==> config.mk <==
export PLATFORM = sky130hd
export DESIGN_NAME = irtx_host_port
export DESIGN_NICKNAME = d
export VERILOG_FILES = /design/src/rtl/irtx_pkg.sv /design/src/rtl/irtx_bus_decode.sv /design/src/rtl/irtx_sync_fifo.sv /design/src/rtl/irtx_cfg_regs.sv /design/src/rtl/irtx_host_port.sv
export SDC_FILE = /design/constraint.sdc
export NUM_CORES = 1
export LEC_CHECK = 0
export ABC_AREA = 1
export BUFFER_PORTS_ARGS = -buffer_cell sky130_fd_sc_hd__clkbuf_2
export CAP_MARGIN = 20
export CELL_PAD_IN_SITES_DETAIL_PLACEMENT = 1
export CELL_PAD_IN_SITES_GLOBAL_PLACEMENT = 1
export CORE_MARGIN = 2
export CORE_UTILIZATION = 23
export DETAILED_ROUTE_END_ITERATION = 10
export GPL_ROUTABILITY_DRIVEN = 1
export MAX_ROUTING_LAYER = met4
export PLACE_DENSITY = 0.46
export SYNTH_ARGS = -nofsm -noshare
export SYNTH_HDL_FRONTEND = slang
export SYNTH_SLANG_ARGS = --single-unit
==> constraint.sdc <==
create_clock -name clk -period 3.7 [get_ports clk]
set_input_delay 0.37 -clock clk [delete_from_list [all_inputs] [get_ports clk]]
set_output_delay 0.37 -clock clk [all_outputs]
set_load 0.05 [all_outputs]
==> src/rtl/irtx_pkg.sv <==
package irtx_pkg;

   typedef enum logic [1:0] {
      ADDR_NONE = 2'b00,
      ADDR_CFG  = 2'b01,
      ADDR_FIFO = 2'b10,
      ADDR_STAT = 2'b11
   } reg_addr_e;

   localparam int CFG_START_BIT  = 12;
   localparam int CFG_IRQCLR_BIT = 11;
   localparam int CFG_IRQEN_BIT  = 10;
   localparam int CFG_FLUSH_BIT  = 9;

   localparam int NUM_ADDR = 4;

   typedef struct packed {
      logic full;
      logic half;
      logic empty;
      logic busy;
   } stat_t;

endpackage

==> src/rtl/irtx_bus_decode.sv <==
module irtx_bus_decode
   import irtx_pkg::*;
#(
   parameter int DATA_W = 32
) (
   input  logic              clk,
   input  logic              rst_n,
   input  logic              cs_n,
   input  logic              we_n,
   input  logic              oe_n,
   input  logic [1:0]        addr,
   input  logic [DATA_W-1:0] cfg_word,
   input  logic [DATA_W-1:0] stat_word,
   output logic              wr_cfg,
   output logic              wr_fifo,
   output logic              rd_oe,
   output logic [DATA_W-1:0] rdata
);

   logic [NUM_ADDR-1:0] sel;

   for (genvar i = 0; i < NUM_ADDR; i++) begin : g_sel
      assign sel[i] = !cs_n && (addr == i[1:0]);
   end

   assign wr_cfg  = sel[ADDR_CFG]  && !we_n;
   assign wr_fifo = sel[ADDR_FIFO] && !we_n;
   assign rd_oe   = !cs_n && !oe_n;

   always_comb begin
      rdata = '0;
      if (rd_oe) begin
         if (sel[ADDR_CFG])  rdata = cfg_word;
         if (sel[ADDR_STAT]) rdata = stat_word;
      end
   end

   AST_RDATA_IDLE: assert property (@(posedge clk) disable iff (!rst_n)
      !(!cs_n && !oe_n) |-> rdata == '0);
   AST_SEL_ONEHOT: assert property (@(posedge clk) disable iff (!rst_n)
      $onehot0(sel));

endmodule

==> src/rtl/irtx_sync_fifo.sv <==
module irtx_sync_fifo #(
   parameter int WIDTH     = 32,
   parameter int DEPTH     = 32,
   parameter bit REG_FLAGS = 1'b1,
   localparam int AW       = $clog2(DEPTH),
   localparam int CW       = AW + 1
) (
   input  logic             clk,
   input  logic             rst_n,
   input  logic             flush,
   input  logic             wr_en,
   input  logic [WIDTH-1:0] wr_data,
   input  logic             rd_en,
   output logic [WIDTH-1:0] rd_data,
   output logic [CW-1:0]    count,
   output logic             full,
   output logic             half,
   output logic             empty
);

   localparam logic [CW-1:0] FULL_CNT = CW'(DEPTH);
   localparam logic [CW-1:0] HALF_CNT = CW'(DEPTH / 2);

   if (DEPTH < 2 || (DEPTH & (DEPTH - 1)) != 0) begin : g_bad_depth
      $error("irtx_sync_fifo: DEPTH must be a power of two, at least 2");
   end

   logic [WIDTH-1:0] mem [DEPTH];
   logic [AW-1:0]    wptr, rptr;
   logic [CW-1:0]    cnt_q, cnt_nxt;
   logic             do_wr, do_rd;
   logic             full_c, empty_c;

   assign full_c  = (cnt_q == FULL_CNT);
   assign empty_c = (cnt_q == '0);
   assign do_wr   = wr_en && !full_c && !flush;
   assign do_rd   = rd_en && !empty_c && !flush;

   always_comb begin
      if (flush) cnt_nxt = '0;
      else       cnt_nxt = cnt_q + CW'(do_wr) - CW'(do_rd);
   end

   always_ff @(posedge clk or negedge rst_n) begin
      if (!rst_n) begin
         wptr  <= '0;
         rptr  <= '0;
         cnt_q <= '0;
      end else begin
         cnt_q <= cnt_nxt;
         if (flush) begin
            wptr <= '0;
            rptr <= '0;
         end else begin
            if (do_wr) wptr <= wptr + 1'b1;
            if (do_rd) rptr <= rptr + 1'b1;
         end
      end
   end

   always_ff @(posedge clk) begin
      if (do_wr) mem[wptr] <= wr_data;
   end

   assign rd_data = mem[rptr];
   assign count   = cnt_q;

   if (REG_FLAGS) begin : g_reg_flags
      logic full_q, half_q, empty_q;
      always_ff @(posedge clk or negedge rst_n) begin
         if (!rst_n) begin
            full_q  <= 1'b0;
            half_q  <= 1'b0;
            empty_q <= 1'b1;
         end else begin
            full_q  <= (cnt_nxt == FULL_CNT);
            half_q  <= (cnt_nxt >= HALF_CNT);
            empty_q <= (cnt_nxt == '0);
         end
      end
      assign full  = full_q;
      assign half  = half_q;
      assign empty = empty_q;
   end else begin : g_comb_flags
      assign full  = full_c;
      assign half  = (cnt_q >= HALF_CNT);
      assign empty = empty_c;
   end

   AST_NO_OVERFLOW: assert property (@(posedge clk) disable iff (!rst_n)
      count <= FULL_CNT);
   AST_FULL_WR_DROP: assert property (@(posedge clk) disable iff (!rst_n)
      full && wr_en && !rd_en && !flush |=> $stable(count));
   AST_EMPTY_RD_NOP: assert property (@(posedge clk) disable iff (!rst_n)
      empty && rd_en && !wr_en && !flush |=> $stable(count));
   AST_FLUSH_EMPTY: assert property (@(posedge clk) disable iff (!rst_n)
      flush |=> empty);

endmodule

==> src/rtl/irtx_cfg_regs.sv <==
module irtx_cfg_regs
   import irtx_pkg::*;
#(
   parameter int DATA_W = 32,
   parameter int LEN_W  = 5
) (
   input  logic              clk,
   input  logic              rst_n,
   input  logic              wr_cfg,
   input  logic [DATA_W-1:0] wdata,
   input  logic              tx_done,
   output logic              start,
   output logic              flush,
   output logic              irq,
   output logic [LEN_W-1:0]  blk_len,
   output logic [DATA_W-1:0] cfg_word
);

   if (LEN_W < 1 || LEN_W > CFG_FLUSH_BIT) begin : g_bad_len
      $error("irtx_cfg_regs: LEN_W must lie below the control bits");
   end

   logic             ie_q, ie_nxt;
   logic [LEN_W-1:0] len_q;
   logic             start_q, irq_q, clr;

   assign clr    = wr_cfg && wdata[CFG_IRQCLR_BIT];
   assign flush  = wr_cfg && wdata[CFG_FLUSH_BIT];
   assign ie_nxt = wr_cfg ? wdata[CFG_IRQEN_BIT] : ie_q;

   always_ff @(posedge clk or negedge rst_n) begin
      if (!rst_n) begin
         ie_q    <= 1'b0;
         len_q   <= '0;
         start_q <= 1'b0;
         irq_q   <= 1'b0;
      end else begin
         ie_q    <= ie_nxt;
         start_q <= wr_cfg && wdata[CFG_START_BIT];
         irq_q   <= ie_nxt && (tx_done || (irq_q && !clr));
         if (wr_cfg) len_q <= wdata[LEN_W-1:0];
      end
   end

   always_comb begin
      cfg_word                = '0;
      cfg_word[LEN_W-1:0]     = len_q;
      cfg_word[CFG_IRQEN_BIT] = ie_q;
   end

   assign start   = start_q;
   assign irq     = irq_q;
   assign blk_len = len_q;

   AST_START_CAUSE: assert property (@(posedge clk) disable iff (!rst_n)
      start |-> $past(wr_cfg && wdata[CFG_START_BIT]));
   AST_IRQ_NEEDS_EN: assert property (@(posedge clk) disable iff (!rst_n)
      irq |-> cfg_word[CFG_IRQEN_BIT]);
   AST_IRQ_HOLD: assert property (@(posedge clk) disable iff (!rst_n)
      irq && !wr_cfg |=> irq);
   AST_IRQ_RISE_SRC: assert property (@(posedge clk) disable iff (!rst_n)
      $rose(irq) |-> $past(tx_done));

endmodule

==> src/rtl/irtx_host_port.sv <==
module irtx_host_port
   import irtx_pkg::*;
#(
   parameter int DATA_W     = 32,
   parameter int FIFO_DEPTH = 32,
   parameter int LEN_W      = 5,
   parameter bit REG_FLAGS  = 1'b1
) (
   input  logic              clk,
   input  logic              rst_n,
   input  logic              bus_cs_n,
   input  logic              bus_we_n,
   input  logic              bus_oe_n,
   input  logic [1:0]        bus_addr,
   input  logic [DATA_W-1:0] bus_wdata,
   output logic [DATA_W-1:0] bus_rdata,
   output logic              bus_rdata_oe,
   input  logic              tx_busy,
   input  logic              tx_done,
   input  logic              tx_fifo_rd,
   output logic [DATA_W-1:0] tx_fifo_data,
   output logic              tx_fifo_empty,
   output logic              tx_start,
   output logic [LEN_W-1:0]  tx_blk_len,
   output logic              tx_irq
);

   localparam int CW = $clog2(FIFO_DEPTH) + 1;

   if (DATA_W <= CFG_START_BIT) begin : g_bad_width
      $error("irtx_host_port: DATA_W too narrow for the control bits");
   end

   logic              wr_cfg, wr_fifo, flush;
   logic [DATA_W-1:0] cfg_word, stat_word;
   logic [CW-1:0]     fifo_count;
   stat_t             st;

   irtx_bus_decode #(.DATA_W(DATA_W)) u_dec (
      .clk       (clk),
      .rst_n     (rst_n),
      .cs_n      (bus_cs_n),
      .we_n      (bus_we_n),
      .oe_n      (bus_oe_n),
      .addr      (bus_addr),
      .cfg_word  (cfg_word),
      .stat_word (stat_word),
      .wr_cfg    (wr_cfg),
      .wr_fifo   (wr_fifo),
      .rd_oe     (bus_rdata_oe),
      .rdata     (bus_rdata)
   );

   irtx_cfg_regs #(.DATA_W(DATA_W), .LEN_W(LEN_W)) u_cfg (
      .clk      (clk),
      .rst_n    (rst_n),
      .wr_cfg   (wr_cfg),
      .wdata    (bus_wdata),
      .tx_done  (tx_done),
      .start    (tx_start),
      .flush    (flush),
      .irq      (tx_irq),
      .blk_len  (tx_blk_len),
      .cfg_word (cfg_word)
   );

   irtx_sync_fifo #(
      .WIDTH     (DATA_W),
      .DEPTH     (FIFO_DEPTH),
      .REG_FLAGS (REG_FLAGS)
   ) u_fifo (
      .clk     (clk),
      .rst_n   (rst_n),
      .flush   (flush),
      .wr_en   (wr_fifo),
      .wr_data (bus_wdata),
      .rd_en   (tx_fifo_rd),
      .rd_data (tx_fifo_data),
      .count   (fifo_count),
      .full    (st.full),
      .half    (st.half),
      .empty   (st.empty)
   );

   assign st.busy       = tx_busy;
   assign tx_fifo_empty = st.empty;

   always_comb begin
      stat_word      = '0;
      stat_word[3:0] = st;
   end

   AST_EMPTY_COUNT: assert property (@(posedge clk) disable iff (!rst_n)
      tx_fifo_empty == (fifo_count == '0));
   AST_FULL_COUNT: assert property (@(posedge clk) disable iff (!rst_n)
      st.full == (fifo_count == CW'(FIFO_DEPTH)));

endmodule

; Word-level counts from Yosys, hierarchy flattened
; Memory sizes are Yosys's and may differ from the RTL's.
; Cells that the tools add are included.
[classes]
multipliers = 0
n_addsub = 4
div = 0
bitwise = 0
n_lt_le_gt_ge = 1
shifts = 0
n_reduce_logical = 27
n_mux = 11
eq_ne = 5
[ops]
columns = op, n
row1 = $mux W32, 1
row2 = $mux W11, 2
row3 = $mux W5, 4
row4 = $logic_and A1 B1 Y1, 15
row5 = $eq A6 B6 Y1 const B, 2
row6 = $logic_not A6 Y1, 2
row7 = $add A5 B1 Y5 const B, 2
row8 = $logic_not A1 Y1, 7
row9 = $add A6 B1 Y6, 1
row10 = $ge A6 B5 Y1 const B, 1
row11 = $mux W6, 1
row12 = $sub A6 B1 Y6, 1
row13 = $eq A2 B2 Y1 const B, 2
row14 = $reduce_bool A2 Y1, 2
row15 = $mux W1, 3
row16 = $eq A2 B1 Y1 const B, 1
row17 = $logic_or A1 B1 Y1, 1
[totals]
memories = 1
ram_bits = 1024
latchBits = 0
mem_bits_ro = 0
out_inout_bits = 73
reg_bits = 27
elab_cells = 59
[memory_table]
columns = name, depth, width, read_ports, rd_ports_with_merged_regs, wr, line_no
row1 = u_fifo.mem, 32, 32, 1, 0, 1, irtx_sync_fifo.sv:28  ; logic [WIDTH-1:0] mem [DEPTH];

; Longest topological paths before layout
; Gate-level depths: netlist of the first run.
[logic_depth]
word_depth = 10
ltp_mapped = 18
mapped_depth_nobuf = 18

; Modules after synthesis
; From an unflattened synthesis of the first run, not the netlist that was laid out.
[unflattened]
cells_unflattened = 4307
hier_area_um2 = 45816.4
[modules_own_cells]
columns = mod, cells_each, n_inst, area_per_inst_um2
row1 = irtx_sync_fifo, 4110, 1, 44412.6
row2 = irtx_bus_decode, 125, 1, 808.3
row3 = irtx_cfg_regs, 71, 1, 591.8
row4 = irtx_host_port, 1, 1, 3.8

; Worst setup path before layout of the first run
; Ideal clock, no wire load.
[synth_path]
path_kind = input -> register
startpoint = input bus_addr[1]
endpoint = memory u_fifo.mem[10][0] (enable)
path_slack_ps = 767
setup_time_ps = 421
required_ps = 3279
cell_stages = 6
arrival_time_ps = 2512
path_cell_list = inv_1 -> nor4_1 -> nand2_1 -> clkinv_1 -> nand2_1 -> nor2_1
[synth_via]
elab_chain_len = 8
word_cells_on_any_way = 12
cone_classes = eq/ne: 2 / mux: 2 / reduce/logical: 8
[synth_rtl]
columns = item, line_no
row1 = from (decl), irtx_host_port.sv:14  ; input logic [1:0] bus_addr,
row2 = $eq A2 B1 Y1, irtx_bus_decode.sv:23  ; assign sel[i] = !cs_n && (addr == i[1:0]);
row3 = $logic_and A1 B1 Y1, irtx_bus_decode.sv:23
row4 = $logic_and A1 B1 Y1, irtx_bus_decode.sv:26  ; assign wr_cfg = sel[ADDR_CFG] && !we_n;
row5 = $logic_and A1 B1 Y1, irtx_cfg_regs.sv:28  ; assign flush = wr_cfg && wdata[CFG_FLUSH_BIT];
row6 = $logic_not A1 Y1, irtx_sync_fifo.sv:36  ; assign do_wr = wr_en && !full_c && !flush;
row7 = $logic_and A1 B1 Y1 (*), irtx_sync_fifo.sv:36
row8 = $mux W1 (*), irtx_sync_fifo.sv:62  ; if (do_wr) mem[wptr] <= wr_data;
row9 = $mux W1 (not written as such) (*), irtx_sync_fifo.sv:62
row10 = to (decl), irtx_sync_fifo.sv:28
; Mark *: on every way between the ends. The rest lies on a longest branch, timed or not.

; Worst setup path after layout of the first run
[layout_path]
startpoint = register u_fifo.rptr[0]
endpoint = output tx_fifo_data[1]
[layout_via]
elab_chain_len = 1
[layout_rtl]
columns = item, line_no
row1 = from (decl), irtx_sync_fifo.sv:29  ; logic [AW-1:0] wptr, rptr;
row2 = from (signal assigned), irtx_sync_fifo.sv:56  ; if (do_rd) rptr <= rptr + 1'b1;
row3 = $mem_v2 Z32 W32, n/a
row4 = to (decl), irtx_host_port.sv:21  ; output logic [DATA_W-1:0] tx_fifo_data,
; Every way passes these cells.

==> results of run 1 <==
==> logic make-up (layout without fill, tap and decap cells) <==
logic type / Yosys count / after routing / synth area share [%]
buffers and inverters: 806 / 1024 / 7.667
AO/OA/AOI/OAI: 116 / 116 / 1.785
flip-flops: 1051 / 1051 / 69.62
AND/OR/NAND/NOR: 2240 / 2240 / 20.47
XOR/XNOR: 1 / 1 / 0.01941
other: 1 / 30 / 0.008307
adder cells (fa/ha/maj): 15 / 15 / 0.4324
==> layer usage <==
| metal | global-route usage, % | vias to the layer above | routed length [microns] |
|---|---|---|---|
| met3 | 1.785 | 176 | 4797 |
| met4 | 3.368 | 0 | 2765 |
| li1 | - | 14160 | - |
| met1 | 21.69 | 15420 | 74460 |
| met2 | 26.41 | 418 | 74720 |
| met5 | - | - | 0 |
==> worst max path at each step <==
stage,end,cells past startpoint,start,slack [ns]
floorplan,u_fifo.mem[10][0],6,bus_addr[1],0.77
global placement,tx_fifo_data[1],11,u_fifo.rptr[0],0.67
detailed placement,u_fifo.empty,15,u_fifo.count[2],0.51
CTS,tx_fifo_data[7],11,u_fifo.rptr[0],-0.005
global route,tx_fifo_data[15],12,u_fifo.rptr[0],-0.006
finish,tx_fifo_data[1],11,u_fifo.rptr[0],0.20
==> cell type report <==
class | count | area (sq um) | share of cell area, %
antenna | 4 | 10.01 | 0.01865
clock buffer | 141 | 3082 | 5.741
clock inverter | 73 | 525.5 | 0.9789
inverter | 564 | 2166 | 4.035
multi-input combinational | 2398 | 10600 | 19.75
sequential | 1051 | 31440 | 58.57
tap | 2624 | 3283 | 6.116
timing repair buffer | 246 | 2572 | 4.792
==> state kept, by name, summed over array words and instances, names as in the netlist <==
register and cells:
u_cfg.irq 1, u_cfg.ie_q 1, u_fifo.wptr 5, u_fifo.half 1, u_cfg.blk_len 5, u_fifo.full 1, u_fifo.empty 1, u_fifo.count 6
u_fifo.rptr 5, u_fifo.mem 1024, u_cfg.start 1
==> repair_timing <==
item / 4_1_cts / 5_1_grt
setup buffers: 1 / 6
endpoints found under the setup margin: 17 / 11
endpoints found under the hold margin: 32 / 0
gates resized for setup: 7 / 5
hold buffers: 3 / 0
==> placed cells by master, fill, tap and decap left out, types with 4 or more instances in the layout <==
cell type,count
sky130_fd_sc_hd__inv_1,557
sky130_fd_sc_hd__o211ai_2,29
sky130_fd_sc_hd__buf_6,4
sky130_fd_sc_hd__nand2_2,5
sky130_fd_sc_hd__dfrtp_1,22
sky130_fd_sc_hd__a21oi_1,72
sky130_fd_sc_hd__diode_2,4
sky130_fd_sc_hd__conb_1,26
sky130_fd_sc_hd__edfxtp_1,1024
sky130_fd_sc_hd__nand2_1,1480
sky130_fd_sc_hd__ha_1,14
sky130_fd_sc_hd__nand3_1,627
sky130_fd_sc_hd__nand4_1,6
sky130_fd_sc_hd__clkbuf_1,21
sky130_fd_sc_hd__clkinv_2,23
sky130_fd_sc_hd__o21ai_0,11
sky130_fd_sc_hd__nor2_4,33
sky130_fd_sc_hd__nor3_1,6
sky130_fd_sc_hd__buf_4,91
sky130_fd_sc_hd__nor2_1,78
sky130_fd_sc_hd__clkbuf_2,78
sky130_fd_sc_hd__buf_12,67
sky130_fd_sc_hd__clkbuf_16,120
sky130_fd_sc_hd__bufinv_16,7
sky130_fd_sc_hd__clkinv_1,38
==> through the flow <==
stage / cell area (sq um) / instances / TNS, ns / util (%)
detailed placement: 49910 / 6873 / 0 / 25.59
global route: 53680 / 7101 / -0.01071 / 27.53
CTS: 53590 / 7091 / -0.005452 / 27.48
global placement: 49910 / 6873 / 0 / 25.59
floorplan: 45240 / 4255 / 0 / -
finish: 53680 / 7101 / 0 / 27.53
==> critical path, stage by stage (launching register included) <==
cell                       delay [ns]
sky130_fd_sc_hd__dfrtp_4         0.59
sky130_fd_sc_hd__buf_12          0.28
sky130_fd_sc_hd__buf_16          0.29
sky130_fd_sc_hd__nand2_1         0.08
sky130_fd_sc_hd__nand2_1         0.07
sky130_fd_sc_hd__nand2_1         0.04
sky130_fd_sc_hd__nand3_1         0.10
sky130_fd_sc_hd__nand3_1         0.17
sky130_fd_sc_hd__nand2_1         0.15
sky130_fd_sc_hd__nand2_1         0.11
sky130_fd_sc_hd__inv_1           0.13
sky130_fd_sc_hd__clkbuf_2        0.29
==> power breakdown <==
group / switching [mW] / leakage [nW] / internal [mW] / total [mW]
logic: 9.43 / 9.93 / 3.73 / 13.2
clock network: 4.96 / 1.77 / 6.36 / 11.3
registers: 0.167 / 9.53 / 13.2 / 13.4
==> Yosys cell counts (2+ instances only) <==
cell / count
sky130_fd_sc_hd__inv_1: 560
sky130_fd_sc_hd__nor3_1: 6
sky130_fd_sc_hd__buf_4: 43
sky130_fd_sc_hd__o211ai_1: 3
sky130_fd_sc_hd__buf_2: 151
sky130_fd_sc_hd__edfxtp_1: 1024
sky130_fd_sc_hd__clkbuf_1: 31
sky130_fd_sc_hd__o211ai_2: 29
sky130_fd_sc_hd__buf_1: 6
sky130_fd_sc_hd__nor2_1: 110
sky130_fd_sc_hd__nand4_1: 6
sky130_fd_sc_hd__buf_6: 11
sky130_fd_sc_hd__nand2_2: 2
sky130_fd_sc_hd__nand2_1: 1484
sky130_fd_sc_hd__dfrtp_1: 26
sky130_fd_sc_hd__ha_1: 14
sky130_fd_sc_hd__nand3_1: 627
sky130_fd_sc_hd__a21oi_1: 72
sky130_fd_sc_hd__o21ai_0: 11
sky130_fd_sc_hd__clkinv_1: 2
==> results.cfg, run 1 <==
[cts]
root_buffer = sky130_fd_sc_hd__clkbuf_16
cts_max_path_buffers = 3
htree_num_levels = 3
tritoncts = built
clock_insertion_delay_worst_skew_ns = 0.74
cts.clk_slew.worst_paths_ns = 0.06
cts_made_buffers = 117
clkSinkCount = 1051

[setup_path]
worst_setup_path_start_kind = flip-flop
cp.required_ns = 3.33
criticalPathCategory = reg -> out
r2r-end = u_fifo.full
reg2regPathDepth = 15
setup.reg_to_reg.worst_slack_ns = 0.53
critical_path_peak_fanout = 53
r2r_start = u_fifo.count[2]
endpoint_kind = output pin
cp.arrival_ns = 3.13

[sta]
fmaxAchievable_mhz = 285.4
hold_ws_ns = 0.1119
setup_viol = 0
hold_viol = 0
final_max_slew_viol_count = 0
period_needed_ns = 3.504
worst_pin_slew_ns = 0.8987
timing.clock.skew_ns = 0.03152
final_worst_slack_ns = 0.1955
fin_crit_sh_pct = 94.72
worst_slew_margin_rel_pct = 40.09

[worst_hold_path]
worst_hold_path.num_cells = 6
min_to = u_cfg.blk_len[0]
min_path_type = in -> reg
min_from = bus_addr[1]

[die]
design.core.area_sq_um = 195000
die-height_microns = 447.0
fp.dieW_microns = 447.0
initial_utilization_pct = 23.15
count_of_boundary_i_o_pins = 115
dieArea_sq_um = 199800
core.rowCount = 162

[placement]
post-dp-hpwl_mm = 86.57
pre_cts_slack_ns = 0.5148
io_buffers = 88
routability_congestion = 0.7324

[synth]
post_synth_main_area_contributors = sky130_fd_sc_hd__edfxtp_1 (68%), sky130_fd_sc_hd__nand2_1 (12%), sky130_fd_sc_hd__nand3_1 (7.0%)
synth_flop_cell = sky130_fd_sc_hd__edfxtp_1
yosysSeqAreaShare_pct = 69.62
post-synth-top-area-fraction_pct = 68.12
yosys_warnings = 0
asyncSetResetFlopFracSynth_pct = 2.569
flip_flop_and_latch_count_after_synthesis = 1051
synthesis.instances = 4230
yosys.cell_types.count = 32
mappedNetlistArea_sq_um = 45140
syn_avg_cell_area_sq_um = 10.67
yosysTopAreaCell = sky130_fd_sc_hd__edfxtp_1
synth_enable_flop_cells = 1024

[job]
max_cap_violations = 0

[route]
drt-vias-per-instance = 4.249
routedWlPerCell_microns = 22.07
drt.antenna.violating_nets = 0
drc = 0
vias = 30180
routed_wl_mm = 156.7
first_pass_iters = 5
dr.first_iter.drc_count = 1804

[global_routing]
global_route.usage.total_pct = 16.18
grt_antenna_before_repair = 14
grt_max_degree = 89
globalRoute.totalOverflow = 0
first_pass_grt_wire_length_mm = 228.3
grt_pass1_vias = 31590

[power_and_ir_drop]
total_chip_power_mw = 37.87
pwr_density_cell_nw_per_um2 = 705.5
power.leakage_nw = 21.22
ir_drop_v = 0.0005921

[finish]
finalNetCount = 4435
area.growth.synth_to_final_pct = 18.92
drive_above_1_share_pct = 10.75
fill_cells = 21950

[run_status]
run_status = complete, no violations
(Power assumes the default switching activity.)
==> inputs of run 2 (changes only) <==
Settings changed: CORE_UTILIZATION 23 to 50, PLACE_DENSITY 0.46 to 0.82.
==> run 2 against run 1 <==
- the flow now finishes with violations (negative setup slack)
- design area decreased by 4.6%
- worst hold slack gained 0.034 ns
- power hardly changed
- sequential share of layout area increased by 2.8 points
- critical path depth is 2 lower
- core utilization rose by 30 points
- sequential cell count is the same
- register-to-register slack got worse by 0.07 ns
- global-route usage up 17 points
- first-iteration DRC count increased by 130%
- clock power barely moved
- non-clock buffer count down 43
- highest routed layer unchanged
==> results.cfg, run 2 (same netlist as run 1, synthesis figures left out) <==
[die]
count_of_boundary_i_o_pins = 115
initial_utilization_pct = 50.31
dieArea_sq_um = 92710
core.rowCount = 110
design.core.area_sq_um = 89740
die-height_microns = 304.5
fp.dieW_microns = 304.5

[route]
first_pass_iters = 5
drt-vias-per-instance = 5.882
dr.first_iter.drc_count = 4131
routed_wl_mm = 153.2
routedWlPerCell_microns = 27.34
vias = 32960
drt.antenna.violating_nets = 0
drc = 0

[finish]
layout.cells.most_common = sky130_fd_sc_hd__nand2_1
drive_above_1_share_pct = 10.00
regMostFlops = u_fifo.mem
post-route-cell-area_sq_um = 51220
finalNetCount = 4384
max_ffs_per_register = 1024
final-seq-area_sq_um = 31440
fill_cells = 9398
largest_registers = u_fifo.mem (1024), u_fifo.count (6)
area.growth.synth_to_final_pct = 13.46
layout_common_cells = sky130_fd_sc_hd__nand2_1 (1,483), sky130_fd_sc_hd__edfxtp_1 (1,024), sky130_fd_sc_hd__nand3_1 (627)
multiInputGateArea_sq_um = 10600

[cts]
htree_num_levels = 3
clkSinkCount = 1051
clock_insertion_delay_worst_skew_ns = 0.71
root_buffer = sky130_fd_sc_hd__clkbuf_16
cts.clk_slew.worst_paths_ns = 0.07
cts_made_buffers = 108
tritoncts = built
cts_max_path_buffers = 3

[setup_path]
criticalPathCategory = reg -> out
path_delay_family = buffers and inverters
critical_path_peak_fanout = 41
cp.required_ns = 3.33
cp.arrival_ns = 3.46
critPathMaxStageDelay_ns = 0.69
cp_cell_instances = clkinv_2 -> nand2_4 -> buf_12 -> a21oi_1 -> nor2_1 -> nand2_1 -> nand2_1 -> inv_1 -> clkbuf_2
cp_buf_inv_count = 4
timing.critical_path.slowest_stage_cell = sky130_fd_sc_hd__dfrtp_4
timing.critical_path.mode_cell = sky130_fd_sc_hd__nand2_1
endpoint_kind = output pin
worst_setup_path_start_kind = flip-flop

[placement]
routability_congestion = 0.8309
pre_cts_slack_ns = 0.5815
post-dp-hpwl_mm = 81.91
io_buffers = 88
placed_cell_area_sq_um = 47480

[global_routing]
globalRoute.totalOverflow = 0
grt_max_degree = 130
global_route.usage.total_pct = 33.49
grt_antenna_before_repair = 12
first_pass_grt_wire_length_mm = 221.8
grt_pass1_vias = 34750

[sta]
fmaxAchievable_mhz = 261.3
finalSetupTns_ns = -0.1266
timing.clock.skew_ns = 0.03281
final_max_slew_viol_count = 0
worst_slew_margin_rel_pct = 39.64
setup_viol = 1
fin_crit_sh_pct = 103.4
final_worst_slack_ns = -0.1266
hold_viol = 0
period_needed_ns = 3.827
worst_pin_slew_ns = 0.9054

[power_and_ir_drop]
power.leakage_nw = 20.92
power.net_switching_mw = 14.59
pwr_density_cell_nw_per_um2 = 739.2
internal-power_mw = 23.27
sw_frac_of_total_pct = 38.54
ir_drop_v = 0.0005939
power.combinational.fraction_pct = 35.1
sequentialPowerShare_pct = 35.6
pwr-share-clk_pct = 29.4

[job]
max_cap_violations = 0

[run_status]
violated_checks = negative setup slack
run_status = complete, but fails checks

[worst_hold_path]
min_path_type = in -> reg
run 2: changes by cell type in the layout (fill, tap and decap cells not counted), sizes merged:
cell | previous run | this run
buf | 165 | 127
bufbuf | 0 | 1
bufinv | 7 | 13
clkbuf | 219 | 203
clkinv | 64 | 52
clkinvlp | 2 | 6
diode | 4 | 10
run 2: metrics by stage:
stage	util [%]	hold slack [ns]	std cells	total power, mW
floorplan	-	0.07441	4255	21.42
global placement	52.92	0.4523	5382	26.05
detailed placement	52.92	0.4540	5382	26.47
CTS	56.94	0.1163	5588	37.67
global route	57.07	0.1297	5602	39.09
finish	57.07	0.1461	5604	37.86
run 2: layout make-up:
cell class	instances	area share, %
Antenna cell	10	0.04886
Clock buffer	131	5.506
Clock inverter	70	1.378
Inverter	564	4.219
Multi-Input combinational cell	2398	20.69
Sequential cell	1051	61.38
Tap cell	1176	2.873
Timing Repair Buffer	203	3.884
Timing Repair inverter	1	0.01710
run 2: power by group through the flow:
stage	Combinational (mW)	Sequential [mW]	Clock [mW]
finish	13.3	13.5	11.1
global route	14.1	13.5	11.5
CTS	13.1	13.5	11.1
detailed placement	12.8	13.7	0
global placement	12.4	13.7	0
floorplan	7.84	13.6	0
run 2: final timing paths:
check | startpoint | endpoint | slack [ns] | cells past startpoint
hold reg to reg | u_cfg.irq | u_cfg.irq | 0.54 | 2
max in group asynchronous | rst_n | u_fifo.rptr[1] | 2.90 | 2
setup reg to reg | u_fifo.count[2] | u_fifo.empty | 0.46 | 15
hold / removal | bus_wdata[12] | u_fifo.mem[25][12] | 0.15 | 1
setup / recovery | u_fifo.rptr[2] | tx_fifo_data[4] | -0.13 | 9
min in group asynchronous | rst_n | u_fifo.rptr[0] | 0.25 | 2
run 2: metal layers:
metal | wire length (microns) | vias to the layer above | track usage, %
met5 | 0 | - | -
met4 | 7969 | 0 | 16.68
met3 | 14750 | 497 | 6.349
met2 | 74300 | 1921 | 54.24
met1 | 56210 | 16480 | 40.40
li1 | - | 14060 | -
run 2: repair_timing:
item | 4_1_cts | 5_1_grt
hold buffers | 3 | 0
resized for setup | 2 | 6
hold endpoints to repair | 28 | 0
buffers inserted | 0 | 5
setup endpoints to repair | 2 | 10
gates cloned | 2 | 1
run 2: worst register-to-register path, stage by stage (launching register included):
cell,delay [ns]
sky130_fd_sc_hd__dfrtp_1,0.39
sky130_fd_sc_hd__inv_1,0.12
sky130_fd_sc_hd__ha_1,0.20
sky130_fd_sc_hd__nand3_1,0.09
sky130_fd_sc_hd__o21ai_0,0.43
sky130_fd_sc_hd__inv_1,0.18
sky130_fd_sc_hd__nand2_1,0.09
sky130_fd_sc_hd__inv_1,0.07
sky130_fd_sc_hd__ha_1,0.27
sky130_fd_sc_hd__inv_1,0.04
sky130_fd_sc_hd__ha_1,0.22
sky130_fd_sc_hd__fa_1,0.44
sky130_fd_sc_hd__or2_2,0.31
sky130_fd_sc_hd__nand3_1,0.10
sky130_fd_sc_hd__nand3_1,0.11
sky130_fd_sc_hd__nor2_1,0.12
